### src/rtl/zmask_pkg.sv
package zmask_pkg;
   typedef enum logic [1:0] {
      PIX_8  = 2'd0,
      PIX_16 = 2'd1,
      PIX_24 = 2'd2,
      PIX_32 = 2'd3
   } pix_size_e;

   function automatic int unsigned bytes_per_pixel(pix_size_e sz);
      case (sz)
         PIX_8:   return 1;
         PIX_16:  return 2;
         default: return 4;
      endcase
   endfunction
endpackage

### src/rtl/zmask_cmp.sv
module zmask_cmp #(
   parameter int WORD_W = 64,
   parameter int LANE_W = 16
) (
   input  logic [WORD_W-1:0]        new_z,
   input  logic [WORD_W-1:0]        old_z,
   output logic [WORD_W/LANE_W-1:0] closer
);
   localparam int N_LANES = WORD_W / LANE_W;

   if (WORD_W % LANE_W != 0) begin : g_bad_lane
      $error("zmask_cmp: lane width must divide word width");
   end

   for (genvar i = 0; i < N_LANES; i++) begin : g_lane
      assign closer[i] = new_z[i*LANE_W +: LANE_W] < old_z[i*LANE_W +: LANE_W];
   end
endmodule

### src/rtl/zmask_be.sv
module zmask_be
   import zmask_pkg::*;
#(
   parameter int MASK_W = 8
) (
   input  logic [MASK_W-1:0] mask_in,
   input  pix_size_e         size,
   output logic [MASK_W-1:0] be,
   output logic [MASK_W-1:0] mask_after
);
   localparam int N_P8  = MASK_W;
   localparam int N_P16 = MASK_W / 2;
   localparam int N_P32 = MASK_W / 4;

   if (MASK_W % 4 != 0) begin : g_bad_mask
      $error("zmask_be: mask width must be a multiple of 4");
   end

   logic [MASK_W-1:0] be8, be16, be32;

   for (genvar k = 0; k < N_P8; k++) begin : g_p8
      assign be8[k] = mask_in[k];
   end
   for (genvar k = 0; k < N_P16; k++) begin : g_p16
      assign be16[2*k +: 2] = {2{mask_in[k]}};
   end
   for (genvar k = 0; k < N_P32; k++) begin : g_p32
      assign be32[4*k +: 4] = {4{mask_in[k]}};
   end

   always_comb begin
      case (size)
         PIX_8: begin
            be         = be8;
            mask_after = '0;
         end
         PIX_16: begin
            be         = be16;
            mask_after = mask_in >> N_P16;
         end
         default: begin
            be         = be32;
            mask_after = mask_in >> N_P32;
         end
      endcase
   end
endmodule

### src/rtl/zmask_unit.sv
module zmask_unit
   import zmask_pkg::*;
#(
   parameter int WORD_W    = 64,
   parameter int SHORT_Z_W = 16,
   parameter int LONG_Z_W  = 32
) (
   input  logic                clk,
   input  logic                rst_n,
   input  logic                cmp_valid,
   input  logic                cmp_long,
   input  logic [WORD_W-1:0]   new_z,
   input  logic [WORD_W-1:0]   old_z,
   input  logic                store_valid,
   input  logic [1:0]          pix_size,
   input  logic [WORD_W-1:0]   pix_data,
   input  logic                load_valid,
   input  logic [WORD_W/8-1:0] load_val,
   output logic [WORD_W/8-1:0] mask,
   output logic                wr_valid,
   output logic [WORD_W/8-1:0] wr_be,
   output logic [WORD_W-1:0]   wr_data
);
   localparam int MASK_W  = WORD_W / 8;
   localparam int N_SHORT = WORD_W / SHORT_Z_W;
   localparam int N_LONG  = WORD_W / LONG_Z_W;

   if (WORD_W % 32 != 0) begin : g_bad_word
      $error("zmask_unit: word width must be a multiple of 32");
   end
   if (N_SHORT > MASK_W || N_LONG > MASK_W) begin : g_bad_lanes
      $error("zmask_unit: more compare lanes than mask bits");
   end

   logic [N_SHORT-1:0] closer_s;
   logic [N_LONG-1:0]  closer_l;
   logic [MASK_W-1:0]  be_c, mask_st, mask_cmp, mask_nx;

   zmask_cmp #(.WORD_W(WORD_W), .LANE_W(SHORT_Z_W)) u_cmp_short (
      .new_z (new_z),
      .old_z (old_z),
      .closer(closer_s)
   );

   zmask_cmp #(.WORD_W(WORD_W), .LANE_W(LONG_Z_W)) u_cmp_long (
      .new_z (new_z),
      .old_z (old_z),
      .closer(closer_l)
   );

   zmask_be #(.MASK_W(MASK_W)) u_be (
      .mask_in   (mask),
      .size      (pix_size_e'(pix_size)),
      .be        (be_c),
      .mask_after(mask_st)
   );

   always_comb begin
      logic [MASK_W-1:0] base;
      base = store_valid ? mask_st : mask;
      if (!cmp_valid)
         mask_cmp = base;
      else if (cmp_long)
         mask_cmp = {closer_l, base[MASK_W-1:N_LONG]};
      else
         mask_cmp = {closer_s, base[MASK_W-1:N_SHORT]};
      mask_nx = load_valid ? load_val : mask_cmp;
   end

   always_ff @(posedge clk) begin
      if (!rst_n) begin
         mask     <= '0;
         wr_valid <= 1'b0;
         wr_be    <= '0;
         wr_data  <= '0;
      end else begin
         mask     <= mask_nx;
         wr_valid <= store_valid;
         wr_be    <= store_valid ? be_c : '0;
         if (store_valid)
            wr_data <= pix_data;
      end
   end
endmodule

### config.mk
export PLATFORM = sky130hd
export DESIGN_NAME = zmask_unit
export DESIGN_NICKNAME = d
export VERILOG_FILES = /design/src/rtl/zmask_pkg.sv /design/src/rtl/zmask_cmp.sv /design/src/rtl/zmask_be.sv /design/src/rtl/zmask_unit.sv
export SDC_FILE = /design/constraint.sdc
export NUM_CORES = 1
export LEC_CHECK = 0
export BUFFER_PORTS_ARGS = -buffer_cell sky130_fd_sc_hd__buf_2
export CORE_UTILIZATION = 41
export CTS_BUF_LIST = sky130_fd_sc_hd__clkbuf_4 sky130_fd_sc_hd__clkbuf_8
export DETAILED_ROUTE_END_ITERATION = 8
export GPL_TIMING_DRIVEN = 0
export HOLD_SLACK_MARGIN = 0.05
export PLACE_DENSITY = 0.77
export SYNTH_ARGS = -nofsm -noshare
export SYNTH_HDL_FRONTEND = slang
export SYNTH_SLANG_ARGS = --single-unit
export TNS_END_PERCENT = 10
### constraint.sdc
create_clock -name clk -period 2.02 [get_ports clk]
set_clock_uncertainty 0.1 [all_clocks]
set_input_delay 0.101 -clock clk [delete_from_list [all_inputs] [get_ports clk]]
set_output_delay 0.101 -clock clk [all_outputs]
set_load 0.005 [all_outputs]
==> out/metrics.cfg, run 1 <==
[yosys]
syn_avg_cell_area_um2=8.92
synth_edf_count=0
ys_ff_latch=81
synth.area.top_cells=dfxtp_1 33%, ha_1 16%, mux2i_1 13%, nor2b_1 8.8%, inv_1 5.3%
synth_ff_type=dfxtp_1
seq_area_frac_synth_pct=33.1
synthCells=549
synth-warning-count=0
synth_top_area_share_pct=33.1
synth_common_cells=81 x dfxtp_1, 69 x inv_1, 69 x nor2b_1
syn-num-nets=821
synth_area_um2=4900
async_flop_share_pct=0
synth_cell_type_count=45
synth_most_common_cell=dfxtp_1
synth_top_cell_by_area=dfxtp_1

[place]
dpl.hpwl_um=11100
io_buffers=285
gp_congestion=0.792
postPlaceCellArea_um2=6500

[floorplanning]
die_area_um2=12400
dieHeight_um=111
die_x_um=111
row_count=39
initial_core_util_pct=42.5
io_pins=289
core_um2=11500

[clock_tree]
cts_inserted_buffers=9
clk_path_buf_depth=2
clk_pin_slew_worst_paths_ps=80
cts_tree=yes
worstSkewPairLatency_ps=360
htree_levels=3
cts_setup_buffers=0
clock_sink_count=81
ctsRootBufferMaster=clkbuf_8

[power]
finalPower_w=0.00392
p_leak_nw=4.11
p_per_area_nw_per_um2=525
max-vdd-ir-drop_v=0.000290

[sta]
fin_crit_sh_pct=96.4
relSlewSlack_pct=57.4
setup_tns_ps=0
rsz0062_at_grt=no
fmax_mhz=513
tightest_slew_ps=640
hold_viol=0
slew_viol_final=0
whs_ps=72.2
fin_crit_ps=1950
report.final.setup_viol=0

[worst_setup_path]
r2r_cells=6
crit_path_max_fanout=2
cp.required_ps=2220
worstSetupStartpointType=primary input
cp_data_arrival_time_ps=2150
rr_endpoint=mask[5]
path_class=in2reg
r2r_setup_slack_ps=240
reg2reg_from=mask[5]
slowest_stage=dlygate4sd3_1
crit_path_end=mask[5]
worstSetupEndpointType=flip-flop
critPathMaxStageDelay_ps=550
path_cells=buf_2 > ha_1 > and2_0 > a221o_1 > a221oi_2 > o21a_1 > a22oi_1 > a21oi_1 > dlygate4sd3_1
startpoint=new_z[23]

[detailed_routing]
drt_wl_total_um=15400
antenna_left=0
wire_per_inst_um=14.3
drt-vias-per-instance=4.87
firstDrtPassIters=6
drtIter0Drc=302
via_count=5214
drcViolationCount=38

[global_route]
grt_start_max_net_pins=15
grt_usage_pct=24.8
antenna_found_initial=0
grt_overflow=0
grt_pass1_wl_um=24500
grt_pass1_vias=5373

[final_layout]
fin_nets=1195
area_delta_synth_final_pct=52.7
antenna_cells=0
stdcell_area_um2=7480
layout-drive-gt1-share_pct=34.6
fillCellCount=966

[min_path]
hold_path_class=in2reg

[run]
drv_cap=0

[outcome]
status=finished, violations left
violations=DRC

## power breakdown
part / internal (W) / switching (W) / leakage (nW)
clock: 0.000503 / 0.000622 / 0.0937
sequential: 0.00169 / 0.0000594 / 0.669
combinational: 0.000579 / 0.000468 / 3.35
total: 0.00277 / 0.00115 / 4.11
## metal layers
| layer | wire length [um] | vias to the layer above | share of wire [%] | global-route usage, % |
|---|---|---|---|---|
| met1 | 5900 | 2324 | 38 | 24.6 |
| met5 | 0 | - | 0 | 0 |
| met4 | 554 | 0 | 3.6 | 11.9 |
| met2 | 7950 | 222 | 52 | 48.3 |
| met3 | 952 | 45 | 6.2 | 5.58 |
| li1 | - | 2623 | - | - |
## timing repair
action,CTS,global route
hold buffers,78,0
endpoints found under the setup margin,0,1
resized for setup,0,2
endpoints found under the hold margin,73,0
## registers in the layout, indices dropped and copies added, names as in the netlist
register / count
wr_data: 64
wr_valid: 1
mask: 8
wr_be: 8
## worst min path at each step
stage,to,depth (start not counted),startpoint
after global routing,mask[4],3,load_val[4]
after global placement,mask[1],3,load_val[1]
after floorplan,mask[1],2,load_val[1]
final,mask[4],3,load_val[4]
after detailed placement,mask[1],3,load_val[1]
after CTS,mask[4],3,load_val[4]
## cell type report
cell class                 instances  area [um2]  share of cell area (%)
multi-input combinational        375        2900                    38.8
timing repair buffer             363        2210                    29.5
sequential                        81        1620                    21.7
inverter                          69         259                    3.46
tap                              143         179                    2.39
clock buffer                      11         145                    1.94
buffer                            24         126                    1.69
clock inverter                     5        38.8                   0.519
## kinds of logic after synthesis
group           Yosys count  share of synthesized area (%)
flops                    81                           33.1
fa+ha+maj                64                           16.4
mux                      65                           13.3
buf+inv                  93                           7.87
simple gates            153                           17.2
compound gates           93                           12.1
## stage by stage
step / cells / utilization, % / setup WS (ps)
after CTS: 1071 / 64.8 / 58.0
after detailed placement: 977 / 56.5 / -176
final: 1071 / 64.9 / 72.3
after global placement: 977 / 56.5 / -116
after global routing: 1071 / 64.9 / 12.5
after floorplan: 549 / - / 135
## cells in the final DEF, fill, tap and decap left out, types with 8 or more instances in the layout
cell type,instances
dlygate4sd3_1,78
a21oi_1,36
mux2i_1,65
clkbuf_1,10
buf_2,293
dfxtp_1,81
inv_1,69
nor2_1,17
nor2b_1,69
a21o_1,8
nand2_1,25
clkbuf_8,10
o21ai_0,13
nand2b_1,11
ha_1,64
## critical path: cells and delay by family
kind	cells	cell delay, ps
fa+ha+maj	1	300
buf+inv	2	660
compound gates	5	900
simple gates	1	180
(Power assumes the default switching activity.)
==> run 2: changes to the inputs <==
Clock period 2.02 ns to 1.7 ns, I/O delays scaled along.
==> run 2 against run 1 <==
Effect of this change: the flow still finishes with violations (DRC); die area unchanged; final cell count rose by 0.28%; worst setup slack lost 59 ps; combinational power up 25%; largest power group unchanged.
==> out/metrics.cfg, run 2 (synthesized netlist as in run 1, its figures left out) <==
[outcome]
status=finished, violations left  ; unchanged
violations=DRC  ; unchanged

[global_route]
grt_overflow=0  ; unchanged
antenna_found_initial=1  ; was 0
grt_usage_pct=26.2  ; was 24.8%
grt_pass1_wl_um=26000  ; was 24500 um
grt_start_max_net_pins=16  ; was 15
grt_pass1_vias=5660  ; was 5373

[worst_setup_path]
worstSetupEndpointType=flip-flop  ; unchanged
cp.required_ps=1830  ; was 2220 ps
crit_path_max_fanout=2  ; unchanged
worstSetupStartpointType=primary input  ; unchanged
r2r_cells=7  ; was 6
path_class=in2reg  ; unchanged
r2r_setup_slack_ps=160  ; was 240 ps
reg2reg_from=mask[5]  ; unchanged
rr_endpoint=mask[3]  ; was mask[5]
startpoint=old_z[10]  ; was new_z[23]
cp_data_arrival_time_ps=1820  ; was 2150 ps

[floorplanning]
row_count=39  ; unchanged
dieHeight_um=111  ; unchanged
core_um2=11500  ; unchanged
io_pins=289  ; unchanged
die_area_um2=12400  ; unchanged
die_x_um=111  ; unchanged
initial_core_util_pct=42.5  ; unchanged

[detailed_routing]
wire_per_inst_um=15.1  ; was 14.3 um
drtIter0Drc=299  ; was 302
antenna_left=0  ; unchanged
via_count=5285  ; was 5214
firstDrtPassIters=7  ; was 6
drcViolationCount=30  ; was 38
drt-vias-per-instance=4.92  ; was 4.87
drt_wl_total_um=16200  ; was 15400 um

[sta]
whs_ps=81.4  ; was 72.2 ps
hold_viol=0  ; unchanged
relSlewSlack_pct=58.6  ; was 57.4%
report.final.setup_viol=0  ; unchanged
setup_ws_ps=13.0  ; was 72.3 ps
rsz0062_at_grt=yes  ; was no
tightest_slew_ps=622  ; was 640 ps
fin_crit_ps=1690
fmax_mhz=593
fin_crit_sh_pct=99.2
slew_viol_final=0  ; unchanged

[clock_tree]
clock_sink_count=81  ; unchanged
clk_pin_slew_worst_paths_ps=80  ; about the same
cts_inserted_buffers=9  ; unchanged
ctsRootBufferMaster=clkbuf_8  ; unchanged
clk_path_buf_depth=2  ; unchanged
cts_tree=yes  ; unchanged
htree_levels=3  ; unchanged
worstSkewPairLatency_ps=350  ; was 360 ps

[final_layout]
layout-drive-gt1-share_pct=36.6  ; was 34.6%
area_delta_synth_final_pct=56.8  ; was 52.7%
final_cell_mix=285 x buf_2, 81 x dfxtp_1, 78 x dlygate4sd3_1  ; was 293 x buf_2, 81 x dfxtp_1, 78 x dlygate4sd3_1
biggestRegsByFlops=wr_data x64, mask x8, wr_be x8  ; unchanged
fin_nets=1197  ; was 1195
final_common_cell=buf_2  ; unchanged
largest_register_ffs=64  ; unchanged
largest-register=wr_data  ; unchanged

[place]
gp_congestion=0.823  ; was 0.792
io_buffers=285  ; unchanged
dpl.hpwl_um=11400  ; was 11100 um
place_ws_ps=-477  ; was -176 ps

[power]
max-vdd-ir-drop_v=0.000381  ; was 0.000290 V
finalPower_w=0.00482  ; was 0.00392 W
p_per_area_nw_per_um2=628  ; was 525 nW/um2
p_leak_nw=4.14  ; was 4.11 nW

[min_path]
hold_path_class=in2reg  ; unchanged
hold_depth=4  ; was 3
hold_start=load_valid  ; was load_val[4]
whs_endpoint=mask[1]  ; was mask[4]

[run]
drv_cap=0  ; unchanged

run 2: how the worst max path moves through the flow:
| stage | end | slack (ps) |
|---|---|---|
| finish | mask[6] | 10 |
| floorplan | mask[6] | -120 |
| global route | mask[6] | -60 |
| CTS | mask[6] | 4 |
| detailed placement | mask[6] | -480 |
| global placement | mask[6] | -470 |
run 2: final cells by class:
class / instances / area [um2]
Antenna cell: 1 / 2.50
Buffer: 24 / 126
Clock buffer: 9 / 124
Clock inverter: 7 / 75.1
Fill cell: 930 / 3840
Inverter: 69 / 284
Multi-Input combinational cell: 375 / 2990
Sequential cell: 81 / 1620
Tap cell: 143 / 179
Timing Repair Buffer: 365 / 2280
run 2: layer usage:
metal	global-route usage [%]	vias up	part of all wire [%]
met5	0	-	0
met4	14.8	0	4.6
met3	5.85	58	6.8
met2	50.1	228	51
met1	25.8	2380	38
li1	-	2619	-
run 2: critical path, stage by stage:
cell      delay (ps)
buf_8             90
inv_12            30
ha_4             250
nand4_1          110
or4_4            500
o32ai_2          200
a211o_2          160
a31oi_1          100
o211ai_1         190
a31oi_1          110
run 2: what timing repair did:
item | in CTS | in global routing
pin swaps | 10 | 4
hold endpoints to repair | 74 | 0
setup buffers | 2 | 0
endpoints found under the setup margin | 1 | 5
resized for setup | 12 | 5
hold buffers | 78 | 0
cloned | 0 | 0
run 2: power breakdown:
group / switching (W) / internal (W) / total (W)
clock: 0.000736 / 0.000692 / 0.00143
sequential: 0.0000696 / 0.00201 / 0.00208
combinational: 0.000590 / 0.000723 / 0.00131
total: 0.00140 / 0.00343 / 0.00482
run 2: metrics by stage:
step | utilization [%] | instances | instance area [um2] | setup TNS (ps)
2_1_floorplan | - | 549 | 5000 | -144
3_3_place_gp | 57.3 | 977 | 6600 | -1330
3_5_place_dp | 57.3 | 977 | 6600 | -1470
4_1_cts | 66.5 | 1073 | 7660 | 0
5_1_grt | 66.7 | 1074 | 7680 | -117
6_report | 66.7 | 1074 | 7680 | 0
